<file path="config.mk">
export PLATFORM = sky130hd
export DESIGN_NAME = modem_line_monitor
export DESIGN_NICKNAME = d
export VERILOG_FILES = /design/src/rtl/modem_mon_pkg.sv /design/src/rtl/line_sync.sv /design/src/rtl/line_change_flag.sv /design/src/rtl/modem_ctrl_reg.sv /design/src/rtl/modem_line_monitor.sv
export SDC_FILE = /design/constraint.sdc
export NUM_CORES = 1
export LEC_CHECK = 0
export ABC_AREA = 0
export BUFFER_PORTS_ARGS = -buffer_cell sky130_fd_sc_hd__buf_2
export CAP_MARGIN = 20
export CORE_MARGIN = 4
export CORE_UTILIZATION = 45
export CTS_CLUSTER_DIAMETER = 50
export DETAILED_ROUTE_END_ITERATION = 10
export GPL_TIMING_DRIVEN = 0
export PLACE_DENSITY = 0.8
export SETUP_SLACK_MARGIN = 0.15
export SLEW_MARGIN = 20
export SYNTH_ARGS = -nofsm -noshare
export SYNTH_HDL_FRONTEND = slang
export SYNTH_SLANG_ARGS = --single-unit
export TNS_END_PERCENT = 30
</file>
<file path="constraint.sdc">
create_clock -name clk_i -period 2.14 [get_ports clk_i]
set_clock_uncertainty 0.2 [all_clocks]
set_input_delay 0 -clock clk_i [delete_from_list [all_inputs] [get_ports clk_i]]
set_output_delay 0 -clock clk_i [all_outputs]
set_load 0.01 [all_outputs]
</file>
<file path="src/rtl/modem_mon_pkg.sv">
package modem_mon_pkg;
  localparam int unsigned NUM_LINES = 4;
  localparam int unsigned STAT_W    = 9;
  localparam int unsigned CTRL_W    = 6;
  // line index doubles as flag bit position; level sits at index + NUM_LINES
  localparam int unsigned LN_CTS = 0;
  localparam int unsigned LN_DSR = 1;
  localparam int unsigned LN_RI  = 2;
  localparam int unsigned LN_DCD = 3;
  localparam int unsigned FLOW_MODE_BIT = 8;
  localparam int unsigned CB_DTR  = 0;
  localparam int unsigned CB_RTS  = 1;
  localparam int unsigned CB_AUTO = 5;
endpackage

</file>
<file path="src/rtl/line_sync.sv">
module line_sync #(
  parameter int unsigned WIDTH  = 4,
  parameter int unsigned STAGES = 2
) (
  input  logic             clk_i,
  input  logic             rst_ni,
  input  logic [WIDTH-1:0] d_i,
  output logic [WIDTH-1:0] q_o
);
  logic [WIDTH-1:0] stage_q [STAGES];

  always_ff @(posedge clk_i or negedge rst_ni) begin
    if (!rst_ni) begin
      for (int i = 0; i < int'(STAGES); i++) stage_q[i] <= '0;
    end else begin
      stage_q[0] <= d_i;
      for (int i = 1; i < int'(STAGES); i++) stage_q[i] <= stage_q[i-1];
    end
  end

  assign q_o = stage_q[STAGES-1];
endmodule

</file>
<file path="src/rtl/line_change_flag.sv">
module line_change_flag #(
  parameter bit FALL_ONLY = 1'b0
) (
  input  logic clk_i,
  input  logic rst_ni,
  input  logic level_i,
  input  logic clr_i,
  output logic flag_o
);
  logic prev_q, edge_det, flag_q;

  always_ff @(posedge clk_i or negedge rst_ni) begin
    if (!rst_ni) prev_q <= 1'b0;
    else         prev_q <= level_i;
  end

  generate
    if (FALL_ONLY) begin : g_fall
      assign edge_det = prev_q & ~level_i;
    end else begin : g_any
      assign edge_det = prev_q ^ level_i;
    end
  endgenerate

  // set wins over clear
  always_ff @(posedge clk_i or negedge rst_ni) begin
    if (!rst_ni)       flag_q <= 1'b0;
    else if (edge_det) flag_q <= 1'b1;
    else if (clr_i)    flag_q <= 1'b0;
  end

  assign flag_o = flag_q;

  AST_EDGE_SETS_FLAG: assert property (@(posedge clk_i) disable iff (!rst_ni)
    edge_det |=> flag_o);

  AST_CLEAR_WORKS: assert property (@(posedge clk_i) disable iff (!rst_ni)
    (clr_i && !edge_det) |=> !flag_o);

  AST_NO_SPURIOUS_SET: assert property (@(posedge clk_i) disable iff (!rst_ni)
    (!flag_o && !edge_det) |=> !flag_o);

  generate
    if (FALL_ONLY) begin : g_rise_chk
      AST_RISE_IGNORED: assert property (@(posedge clk_i) disable iff (!rst_ni)
        (!flag_o && !prev_q && level_i) |=> !flag_o);
    end
  endgenerate
endmodule

</file>
<file path="src/rtl/modem_ctrl_reg.sv">
module modem_ctrl_reg
  import modem_mon_pkg::*;
(
  input  logic              clk_i,
  input  logic              rst_ni,
  input  logic              ctrl_we_i,
  input  logic              stat_we_i,
  input  logic [STAT_W-1:0] wdata_i,
  output logic [CTRL_W-1:0] ctrl_o,
  output logic              flow_mode_o
);
  logic dtr_q, rts_q, auto_q, mode_q;

  always_ff @(posedge clk_i or negedge rst_ni) begin
    if (!rst_ni) begin
      dtr_q  <= 1'b0;
      rts_q  <= 1'b0;
      auto_q <= 1'b0;
    end else if (ctrl_we_i) begin
      dtr_q  <= wdata_i[CB_DTR];
      rts_q  <= wdata_i[CB_RTS];
      auto_q <= wdata_i[CB_AUTO];
    end
  end

  always_ff @(posedge clk_i or negedge rst_ni) begin
    if (!rst_ni)        mode_q <= 1'b0;
    else if (stat_we_i) mode_q <= wdata_i[FLOW_MODE_BIT];
  end

  always_comb begin
    ctrl_o          = '0;
    ctrl_o[CB_DTR]  = dtr_q;
    ctrl_o[CB_RTS]  = rts_q;
    ctrl_o[CB_AUTO] = auto_q;
  end

  assign flow_mode_o = mode_q;

  logic unused_wbits;
  assign unused_wbits = ^{wdata_i[7:6], wdata_i[4:2]};

  AST_CTRL_HOLDS: assert property (@(posedge clk_i) disable iff (!rst_ni)
    !ctrl_we_i |=> $stable(ctrl_o));

  AST_MODE_HOLDS: assert property (@(posedge clk_i) disable iff (!rst_ni)
    !stat_we_i |=> $stable(flow_mode_o));
endmodule

</file>
<file path="src/rtl/modem_line_monitor.sv">
module modem_line_monitor
  import modem_mon_pkg::*;
#(
  parameter int unsigned SYNC_STAGES = 2
) (
  input  logic              clk_i,
  input  logic              rst_ni,
  input  logic              dcd_i,
  input  logic              ri_i,
  input  logic              dsr_i,
  input  logic              cts_i,
  input  logic              stat_we_i,
  input  logic              ctrl_we_i,
  input  logic [STAT_W-1:0] wdata_i,
  output logic [STAT_W-1:0] stat_o,
  output logic [CTRL_W-1:0] ctrl_o,
  output logic              dtr_o,
  output logic              rts_o,
  output logic              auto_flow_o,
  output logic              chg_irq_o
);
  logic [NUM_LINES-1:0] raw_lines, sync_lines, flags, clr;
  logic                 flow_mode;

  always_comb begin
    raw_lines         = '0;
    raw_lines[LN_CTS] = cts_i;
    raw_lines[LN_DSR] = dsr_i;
    raw_lines[LN_RI]  = ri_i;
    raw_lines[LN_DCD] = dcd_i;
  end

  line_sync #(.WIDTH(NUM_LINES), .STAGES(SYNC_STAGES)) u_sync (
    .clk_i  (clk_i),
    .rst_ni (rst_ni),
    .d_i    (raw_lines),
    .q_o    (sync_lines)
  );

  assign clr = stat_we_i ? wdata_i[NUM_LINES-1:0] : '0;

  for (genvar g = 0; g < NUM_LINES; g++) begin : g_line
    line_change_flag #(.FALL_ONLY(g == LN_RI)) u_flag (
      .clk_i   (clk_i),
      .rst_ni  (rst_ni),
      .level_i (sync_lines[g]),
      .clr_i   (clr[g]),
      .flag_o  (flags[g])
    );
  end

  modem_ctrl_reg u_ctrl (
    .clk_i       (clk_i),
    .rst_ni      (rst_ni),
    .ctrl_we_i   (ctrl_we_i),
    .stat_we_i   (stat_we_i),
    .wdata_i     (wdata_i),
    .ctrl_o      (ctrl_o),
    .flow_mode_o (flow_mode)
  );

  assign stat_o      = {flow_mode, sync_lines, flags};
  assign dtr_o       = ctrl_o[CB_DTR];
  assign rts_o       = ctrl_o[CB_RTS];
  assign auto_flow_o = ctrl_o[CB_AUTO];
  assign chg_irq_o   = |flags;

  AST_IRQ_HOLDS: assert property (@(posedge clk_i) disable iff (!rst_ni)
    (chg_irq_o && !stat_we_i) |=> chg_irq_o);

  AST_IRQ_NEEDS_FLAG: assert property (@(posedge clk_i) disable iff (!rst_ni)
    $rose(chg_irq_o) |-> (stat_o[NUM_LINES-1:0] != '0));
endmodule

</file>
==> flow_summary.toml <==
[global_route]
grt_pass1_wl_um = 2390
grt_max_degree = 21
first_global_vias = 583
antenna_found_initial = 0
grt_use_total = 0.129
grt_overflow = 0

[cells_and_area]
utilization = 0.728
area_delta_synth_final_pct = 50.3
antennaDiodeCount = 0
drive_gt1_frac = 0.495
fillCellCount = 121
fin_nets = 124

[synth]
synth_top_area_share = 0.670
synthTopCellsByCount = "dfrtp_1 (20), buf_4 (15), mux2_2 (4), nand2_1 (4), xor2_1 (3)"
yosys_warnings = 0
synthCells = 53
yosysTopAreaCell = "dfrtp_1"
yosys.area_share.simple = 0.0302
mappedNetlistArea_um2 = 747
yosysMostFrequentCell = "dfrtp_1"
ys_seq_area_frac = 0.670
synth_seq_cells = 20
synthMuxAreaShare = 0.0603
synth_area_leaders = "dfrtp_1 (67%), buf_4 (15%), mux2_2 (6.0%)"
synth_xor_area_frac = 0.0352
synth_compound_area_frac = 0.0436
synth_flop_cell = "dfrtp_1"
synth-edff-count = 0
synthAdderAreaFrac = 0
avgSynthCellArea_um2 = 14.1
synth_top_family_by_area = "buffers and inverters"
ys_types = 11
async_flop_share = 1.00

[timing]
max_freq_mhz = 623
period_share = 0.750
tightestPinTransition_ps = 857
hold_violations = 0
setup_viol_count_final = 0
period_needed_ps = 1600
whs_ps = 141
rsz0062_at_grt = "false"
fin_setup_tns_ps = 0
relSlewSlack = 0.427
maxSlewViolCount = 0

[run]
drv_cap = 0

[placement]
io_buffers = 29
dp_hpwl_um = 872
gp_congestion = 0.730

[pwr]
p_sw_uw = 168
ir_worst_vdd_uv = 502
switching_share = 0.230
pwr_density_cell_mw_per_mm2 = 650
clkPwrFrac = 0.226
p_int_uw = 561
leakagePower_uw = 0.000567
power_frac_seq = 0.577
combPwrFrac = 0.197

[setup_path]
cp_num_buf_inv = 3
crit_family = "buffers and inverters"
reg2reg_slack_ps = 600
path_class = "input pin to async pin"
critPathArrivalTime_ps = 1720
path_cells = "dlygate4sd3_1 -> buf_2 -> dlygate4sd3_1"
max_stage_delay_ps = 1110
worstPathMaxFanout = 20
crit_path_start_kind = "input pin"
slowest_stage = "dlygate4sd3_1"
required_ps = 2260
end_kind = "async pin"
cp_common_cell = "dlygate4sd3_1"

[cts]
cts_hold_buf = 18
clk_path_buf_depth = 2
cts.clk_slew.worst_paths_ps = 100
h-tree-depth = 1
cts_tree = "done"
cts_buffers = 3
cts_root_buf = "clkbuf_4"
post_cts_buffers = 0
ctsResizeCount = 0
insertion_delay_ps = 290
cts_sinks = 20

[die]
num_rows = 14
start_util = 0.485
coreArea_mm2 = 0.00154
dieArea_mm2 = 0.00238
io_pins = 36
die_h_um = 48.7
die_x_um = 48.7

[routing]
vias = 536
route.antenna.remaining_nets = 0
drc_errors = 0
via_per_inst = 4.43
drtIter0Drc = 1
routed_wl_um = 1340
wl_per_cell_um = 11.1
firstDrtPassIters = 2

[outcome]
status = "complete, no violations"

[hold_path]
hold_path_class = "input pin to flip-flop"
## layout by cell type (no fill, tap or decap)
master,Yosys,layout
a21o_2,1,1
a22o_1,1,1
inv_1,1,1
clkbuf_4,0,3
buf_2,0,29
xor2_1,3,3
conb_1,1,3
a21o_1,2,2
or4_1,1,1
dlygate4sd3_1,0,18
dfrtp_1,20,20
mux2_2,4,4
nand2_1,4,4
buf_4,15,15
## cells by family (layout without fill, tap and decap cells)
| family | Yosys count | count (layout) |
|---|---|---|
| xor+xnor | 3 | 3 |
| compound gates | 4 | 4 |
| mux | 4 | 4 |
| other cells | 1 | 3 |
| simple gates | 5 | 5 |
| flops | 20 | 20 |
| buf+inv | 16 | 66 |
## state kept, by name (all words and copies together), names as in the netlist
register and cells:
u_ctrl.flow_mode_o 1, g_line.u_flag.prev_q 4, u_ctrl.auto_q 1, u_ctrl.rts_q 1, u_sync.stage_q 4, u_sync.q_o 4
g_line.u_flag.flag_o 4, u_ctrl.dtr_q 1
## path summary, 6_finish.rpt
| kind | depth (start not counted) | from | to |
|---|---|---|---|
| hold reg to reg | 0 | u_sync.stage_q[6] | u_sync.q_o[2] |
| max in group clk_i | 4 | stat_we_i | u_ctrl.flow_mode_o |
| min in group asynchronous | 3 | rst_ni | u_sync.q_o[3] |
| hold / removal | 2 | cts_i | u_sync.stage_q[4] |
| setup reg to reg | 2 | u_ctrl.dtr_q | u_ctrl.dtr_q |
| setup / recovery | 3 | rst_ni | g_line[3].u_flag.flag_o |
## worst register-to-register path: cells and delay by family, from the launching register on
family,cells,cell delay (ps)
flops,1,410
buf+inv,1,560
mux,1,260
## per-stage QoR
step           instances  setup slack (ps)  total power, µW  cell area, µm²
2_1_floorplan         55              1010              492             754
3_3_place_gp         100               906              538             920
3_5_place_dp         100               904              543             920
4_1_cts              121               495              741            1120
5_1_grt              121               344              774            1120
6_report             121               536              730            1120
## layout make-up
cell class                 count  area, µm²  area share
inverter                       1       3.75     0.00334
multi-input combinational     19        138       0.123
buffer                        15        113       0.100
timing repair buffer          47        325       0.290
tap                           16       20.0      0.0178
clock buffer                   3       22.5      0.0201
sequential                    20        500       0.446
## metal layers
metal	up-vias	wire (µm)	GRT usage
li1	259	-	-
met1	251	496	0.125
met2	24	693	0.222
met3	2	139	0.0460
met4	0	13	0.0942
met5	-	0	0
## power groups by stage
| stage | Clock (µW) | Combinational, µW | Sequential [µW] |
|---|---|---|---|
| finish | 165 | 144 | 421 |
| global route | 190 | 158 | 426 |
| CTS | 176 | 144 | 421 |
| detailed placement | 0 | 114 | 429 |
| global placement | 0 | 111 | 427 |
| floorplan | 0 | 63.9 | 428 |
Note: power is estimated with default switching activity, not from simulation.
